<file path="config.mk">
export PLATFORM = sky130hd
export DESIGN_NAME = crc_nibble_acc
export DESIGN_NICKNAME = d
export VERILOG_FILES = /design/src/rtl/crc_nib_pkg.sv /design/src/rtl/crc_step_unit.sv /design/src/rtl/crc_lane_bank.sv /design/src/rtl/crc_read_mux.sv /design/src/rtl/crc_nibble_acc.sv
export SDC_FILE = /design/constraint.sdc
export NUM_CORES = 1
export LEC_CHECK = 0
export BUFFER_PORTS_ARGS = -buffer_cell sky130_fd_sc_hd__buf_2
export CORE_MARGIN = 5
export CORE_UTILIZATION = 49
export DETAILED_ROUTE_END_ITERATION = 10
export GPL_TIMING_DRIVEN = 0
export PLACE_DENSITY = 0.87
export RECOVER_POWER = 25
export SLEW_MARGIN = 20
export SYNTH_ARGS = -nofsm -noshare
export SYNTH_HDL_FRONTEND = slang
export SYNTH_SLANG_ARGS = --single-unit
</file>
<file path="constraint.sdc">
create_clock -name clk -period 1.6 [get_ports clk]
set_clock_uncertainty 0.2 [all_clocks]
set_input_delay 0.16 -clock clk [delete_from_list [all_inputs] [get_ports clk]]
set_output_delay 0.16 -clock clk [all_outputs]
set_load 0.01 [all_outputs]
</file>
<file path="src/rtl/crc_nib_pkg.sv">
package crc_nib_pkg;
  localparam int unsigned DEF_NIB_W = 4;
  localparam int unsigned DEF_NIBS  = 4;
  localparam int unsigned DEF_MULT  = 'h1081;

  typedef enum logic [1:0] {
    LANE_HOLD = 2'd0,
    LANE_LOAD = 2'd1,
    LANE_STEP = 2'd2
  } lane_act_e;
endpackage

</file>
<file path="src/rtl/crc_step_unit.sv">
module crc_step_unit
  import crc_nib_pkg::*;
#(
  parameter int unsigned NIB_W = DEF_NIB_W,
  parameter int unsigned NIBS  = DEF_NIBS,
  parameter int unsigned MULT  = DEF_MULT,
  localparam int unsigned CRC_W = NIB_W * NIBS
) (
  input  logic [CRC_W-1:0] cur,
  input  logic [NIB_W-1:0] nib,
  output logic [CRC_W-1:0] nxt
);
  localparam logic [CRC_W-1:0] MULT_V = CRC_W'(MULT);

  function automatic logic [CRC_W-1:0] fold(input logic [CRC_W-1:0] c,
                                            input logic [NIB_W-1:0] n);
    logic [NIB_W-1:0] low;
    logic [CRC_W-1:0] prod;
    low  = c[NIB_W-1:0] ^ n;
    prod = CRC_W'(low) * MULT_V;
    return (c >> NIB_W) ^ prod;
  endfunction

  always_comb nxt = fold(cur, nib);
endmodule

</file>
<file path="src/rtl/crc_lane_bank.sv">
module crc_lane_bank
  import crc_nib_pkg::*;
#(
  parameter int unsigned NIB_W = DEF_NIB_W,
  parameter int unsigned NIBS  = DEF_NIBS,
  localparam int unsigned CRC_W = NIB_W * NIBS,
  localparam int unsigned SEL_W = $clog2(NIBS)
) (
  input  logic             clk,
  input  logic             rst_n,
  input  logic             step_take,
  input  logic             wr_en,
  input  logic [SEL_W-1:0] wr_sel,
  input  logic [NIB_W-1:0] wr_data,
  input  logic [CRC_W-1:0] step_val,
  output logic [CRC_W-1:0] state
);
  for (genvar k = 0; k < NIBS; k++) begin : g_lane
    lane_act_e        act;
    logic             wr_hit;
    logic [NIB_W-1:0] lane_q;

    assign wr_hit = wr_en && (wr_sel == SEL_W'(k));

    always_comb begin
      if (wr_en)          act = wr_hit ? LANE_LOAD : LANE_HOLD;
      else if (step_take) act = LANE_STEP;
      else                act = LANE_HOLD;
    end

    always_ff @(posedge clk or negedge rst_n) begin
      if (!rst_n) begin
        lane_q <= '0;
      end else begin
        unique case (act)
          LANE_LOAD: lane_q <= wr_data;
          LANE_STEP: lane_q <= step_val[k*NIB_W +: NIB_W];
          default:   lane_q <= lane_q;
        endcase
      end
    end

    assign state[k*NIB_W +: NIB_W] = lane_q;
  end
endmodule

</file>
<file path="src/rtl/crc_read_mux.sv">
module crc_read_mux
  import crc_nib_pkg::*;
#(
  parameter int unsigned NIB_W = DEF_NIB_W,
  parameter int unsigned NIBS  = DEF_NIBS,
  localparam int unsigned CRC_W = NIB_W * NIBS,
  localparam int unsigned SEL_W = $clog2(NIBS)
) (
  input  logic [CRC_W-1:0] state,
  input  logic [SEL_W-1:0] sel,
  output logic [NIB_W-1:0] rdata
);
  logic [NIB_W-1:0] lanes [NIBS];

  for (genvar k = 0; k < NIBS; k++) begin : g_tap
    assign lanes[k] = state[k*NIB_W +: NIB_W];
  end

  always_comb begin
    rdata = '0;
    for (int k = 0; k < NIBS; k++)
      if (sel == SEL_W'(k)) rdata = lanes[k];
  end
endmodule

</file>
<file path="src/rtl/crc_nibble_acc.sv">
module crc_nibble_acc
  import crc_nib_pkg::*;
#(
  parameter int unsigned NIB_W = DEF_NIB_W,
  parameter int unsigned NIBS  = DEF_NIBS,
  parameter int unsigned MULT  = DEF_MULT,
  localparam int unsigned CRC_W = NIB_W * NIBS,
  localparam int unsigned SEL_W = $clog2(NIBS)
) (
  input  logic             clk,
  input  logic             rst_n,
  input  logic             nib_vld,
  input  logic [NIB_W-1:0] nib_data,
  input  logic [SEL_W-1:0] reg_sel,
  input  logic             reg_we,
  input  logic [NIB_W-1:0] reg_wdata,
  output logic [CRC_W-1:0] crc_value,
  output logic [NIB_W-1:0] reg_rdata
);
  logic [CRC_W-1:0] state;
  logic [CRC_W-1:0] step_val;
  logic             step_take;

  assign step_take = nib_vld && !reg_we;

  crc_step_unit #(.NIB_W(NIB_W), .NIBS(NIBS), .MULT(MULT)) u_step (
    .cur (state),
    .nib (nib_data),
    .nxt (step_val)
  );

  crc_lane_bank #(.NIB_W(NIB_W), .NIBS(NIBS)) u_bank (
    .clk       (clk),
    .rst_n     (rst_n),
    .step_take (step_take),
    .wr_en     (reg_we),
    .wr_sel    (reg_sel),
    .wr_data   (reg_wdata),
    .step_val  (step_val),
    .state     (state)
  );

  crc_read_mux #(.NIB_W(NIB_W), .NIBS(NIBS)) u_rd (
    .state (state),
    .sel   (reg_sel),
    .rdata (reg_rdata)
  );

  assign crc_value = state;
endmodule

</file>
==> summary by stage <==
Die
The horizontal die dimension is 55.6 µm. In this run the standard cell core region covers 1980 µm². 34 I/O pins were placed. The die outline height is 55.6 µm.

The effective utilization at floorplan is 51.5%. The die area is 3090 µm². The standard-cell row count is 16.

Yosys
The cell area that synthesis handed to floorplanning was 1020 µm². The largest area contributor in the synthesized netlist is sky130_fd_sc_hd__dfrtp_1. Counting distinct cell types in the post-synthesis netlist gives 28. Counting flops with an async set or reset pin after synthesis yields a share of 100%. The synthesized netlist net count is 113. Sequential cells were found to cover 39.3% of the synthesized design area.

The total number of yosys warnings is 0. The commonest cells after synthesis are 16 x sky130_fd_sc_hd__dfrtp_1, 8 x sky130_fd_sc_hd__nor2_1, 7 x sky130_fd_sc_hd__xnor2_1. Summed over its instances, the top area cell type makes up 39.3% of the synthesized netlist area. The flip-flop and latch count after synthesis is 16. Counting flops with a built-in enable in the synthesized netlist gives 0. The library cell with the highest instance count after synthesis is sky130_fd_sc_hd__dfrtp_1. The top flip-flop cell by instance count after synthesis is sky130_fd_sc_hd__dfrtp_1. The mean area per synthesized cell is 10.3 µm². The gate count after technology mapping is 99. By area the synthesized netlist is led by sky130_fd_sc_hd__dfrtp_1 39%, sky130_fd_sc_hd__xnor2_1 6.0%, sky130_fd_sc_hd__mux4_1 5.2%.

Final layout
The largest register by flop count is u_bank.g_lane.lane_q. Cells with a size suffix above 1 make up 40.5% of the layout. The largest registers in the layout are u_bank.g_lane.lane_q: 16 flops. For this run, the share of the core covered by cells in the final layout is 74.1%.

The final-stage net count is 173. The number of flip-flops in the largest register is 16. 0 antenna diodes ended up in the layout. The total non-filler cell area in the finished layout is 1470 µm². The area growth from synthesis to layout is 43.9%. The fill cell instance count of the final layout is 155.

GRT
The pin count of the biggest net entering global routing is 17. The first-pass GRT wire length is 5260 µm. The overall track demand over capacity in global routing is 21.3%.

The number of antenna violations at the first check in global routing is 0. The number of global-route vias before repair came to 1,157. The total global routing overflow is 0.

Timing
Counting I/O delays and the setup requirement, the final critical path takes 1690 ps. Setup repair after global routing could not meet its margin everywhere. The worst relative slew slack is 39.5%. The share of the clock period used by the worst path after layout is 106%. The count of pins over their slew limit is 0. The worst setup slack after layout is -91.6 ps. The pin slew with the least headroom to its limit is 907 ps.

The number of hold violations in the final report is 0. Setup violations remaining at the end of the flow were counted as 4. The highest clock rate is 591 MHz.

Clock network
TritonCTS built the clock tree. In this run the number of H-tree levels came out at 1. The sink count of the clock tree is 16. The clock-pin slew on the worst setup and hold paths is 100 ps.

The tree is rooted in a sky130_fd_sc_hd__clkbuf_4. The number of buffers between clock root and the deepest sink is 2. The clock latency at the later pin of the worst-skew pair is 280 ps. The number of clock buffers added by TritonCTS is 3.

Routing
The first detailed-routing pass took 4 iterations. Dividing the detail-routed wire length by the instance count gives 17.9 µm. The routed layout has 1,072 vias. The ratio of routed vias to standard cells is 5.79.

For this block, the initial DRC count from the detailed router was 36. The number of nets with antenna violations after routing is 0. For this run, design rule violations remaining after detail routing come to 0. The final layout contains routed wiring with a total length of 3300 µm.

Placed design
The placed wire-length estimate is 1950 µm. The placed standard-cell area is 1210 µm². Buffers placed on the I/O ports in this run total 31. At the end of routability-driven placement, the weighted congestion stood at 0.897.

Power and ir drop
The total power per unit cell area is 1380 nW/µm². The design draws 2020 µW. For this design the static power due to leakage is 0.000712 µW. The worst-case IR drop observed on VDD is 0.903 mV.

Worst setup path
STA classifies the critical path startpoint as a flip-flop. The critical path goes through mux4_2 > buf_6. In this run the worst path has a maximum fanout of 2. The stage delay of the slowest cell on the critical path is 480 ps. For the worst setup path, the data arrival time is 1330 ps.

The critical-path cell with the highest stage delay is sky130_fd_sc_hd__mux4_2. The worst setup path is of the flip-flop to primary output kind. The required time of the critical path is 1240 ps. STA classifies the critical path endpoint as a primary output.

Job
The tool flagged a number of max-cap violations equal to 0.

Outcome
The checks that failed: setup timing. The flow ran to the end, but the final reports show violations.

Hold path
The path class of the lowest-slack min-delay path is primary input to flip-flop.
## cells by family after synthesis
group / after synthesis / share of synthesized area [%]
multiplexers: 4 / 9.57
flip-flops: 16 / 39.3
buffers and inverters: 6 / 4.66
AO/OA/AOI/OAI: 15 / 11.5
XOR/XNOR: 12 / 10.3
AND/OR/NAND/NOR: 46 / 24.7
## final timing paths
path | start | end | slack (ps) | cells past startpoint
worst max register to register | u_bank.g_lane[0].lane_q[1] | u_bank.g_lane[2].lane_q[0] | 10 | 5
min in group asynchronous | rst_n | u_bank.g_lane[3].lane_q[3] | 300 | 2
max in group asynchronous | rst_n | u_bank.g_lane[0].lane_q[1] | 290 | 2
worst min-delay path | nib_data[2] | u_bank.g_lane[0].lane_q[2] | 90 | 4
worst min register to register | u_bank.g_lane[3].lane_q[2] | u_bank.g_lane[3].lane_q[2] | 430 | 2
worst max-delay path | u_bank.g_lane[0].lane_q[1] | reg_rdata[1] | -90 | 2
## power by group
group          leakage (µW)  internal, µW  total [µW]  switching, µW
Combinational      0.000501           612        1140            529
Sequential         0.000190           534         610           76.8
Clock             0.0000210           138         273            135
Total              0.000712          1280        2020            741
## metal layers
| layer | vias to the layer above | share of wire, % | GRT usage, % |
|---|---|---|---|
| met5 | - | 0 | 0 |
| met4 | 0 | 2.8 | 12.5 |
| met3 | 16 | 7.6 | 5.10 |
| met2 | 52 | 51 | 35.5 |
| met1 | 512 | 38 | 24.7 |
| li1 | 492 | - | - |
## per-stage QoR
step	setup TNS [ps]	worst slack, ps	std cells	hold slack, ps
finish	-254	-91.6	185	89.5
global route	-436	-116	185	92.3
CTS	-234	-81.5	182	85.1
detailed placement	0	164	157	-102
global placement	0	168	157	-110
floorplan	0	244	99	-336
## final cells by class
| cell class | instances | area [µm²] | area share, % |
|---|---|---|---|
| Clock buffer | 4 | 36.3 | 2.47 |
| Multi-Input combinational cell | 77 | 583 | 39.7 |
| Buffer | 6 | 47.5 | 3.24 |
| Sequential cell | 16 | 402 | 27.4 |
| Timing Repair Buffer | 55 | 365 | 24.9 |
| Tap cell | 27 | 33.8 | 2.30 |
## cell usage in the layout (no fill, tap or decap), types with 2 or more instances in the layout
cell type	Yosys	layout
sky130_fd_sc_hd__buf_2	2	29
sky130_fd_sc_hd__buf_4	0	19
sky130_fd_sc_hd__dfrtp_1	16	15
sky130_fd_sc_hd__nor2_1	8	8
sky130_fd_sc_hd__buf_6	3	6
sky130_fd_sc_hd__xnor2_1	7	6
sky130_fd_sc_hd__a22oi_1	6	6
sky130_fd_sc_hd__nand2_1	6	6
sky130_fd_sc_hd__nor3_1	6	6
sky130_fd_sc_hd__xor2_1	5	5
sky130_fd_sc_hd__nand3_1	5	5
sky130_fd_sc_hd__dlygate4sd3_1	0	5
sky130_fd_sc_hd__mux4_2	2	4
sky130_fd_sc_hd__and3_1	4	4
sky130_fd_sc_hd__a221o_1	4	4
sky130_fd_sc_hd__nor3b_1	3	3
sky130_fd_sc_hd__nor4_1	3	3
sky130_fd_sc_hd__clkbuf_4	0	3
sky130_fd_sc_hd__nand2b_1	2	2
sky130_fd_sc_hd__and3b_1	2	2
sky130_fd_sc_hd__clkbuf_1	1	2
sky130_fd_sc_hd__a21oi_1	2	2
sky130_fd_sc_hd__and2_0	2	2
sky130_fd_sc_hd__a211o_1	2	2
## timing repair
| action | 4_1_cts | 5_1_grt |
|---|---|---|
| pin swaps | 0 | 1 |
| gates resized for setup | 3 | 5 |
| buffers inserted | 16 | 3 |
| setup endpoints to repair | 4 | 4 |
| hold buffers | 5 | 0 |
| endpoints found under the hold margin | 26 | 0 |
## worst max-delay path: cells and delay by family, from the launching register on
family	cells	cell delay (ps)
multiplexers	1	480
flip-flops	1	430
buffers and inverters	1	140
No activity file was read; power rests on OpenSTA's default activity.
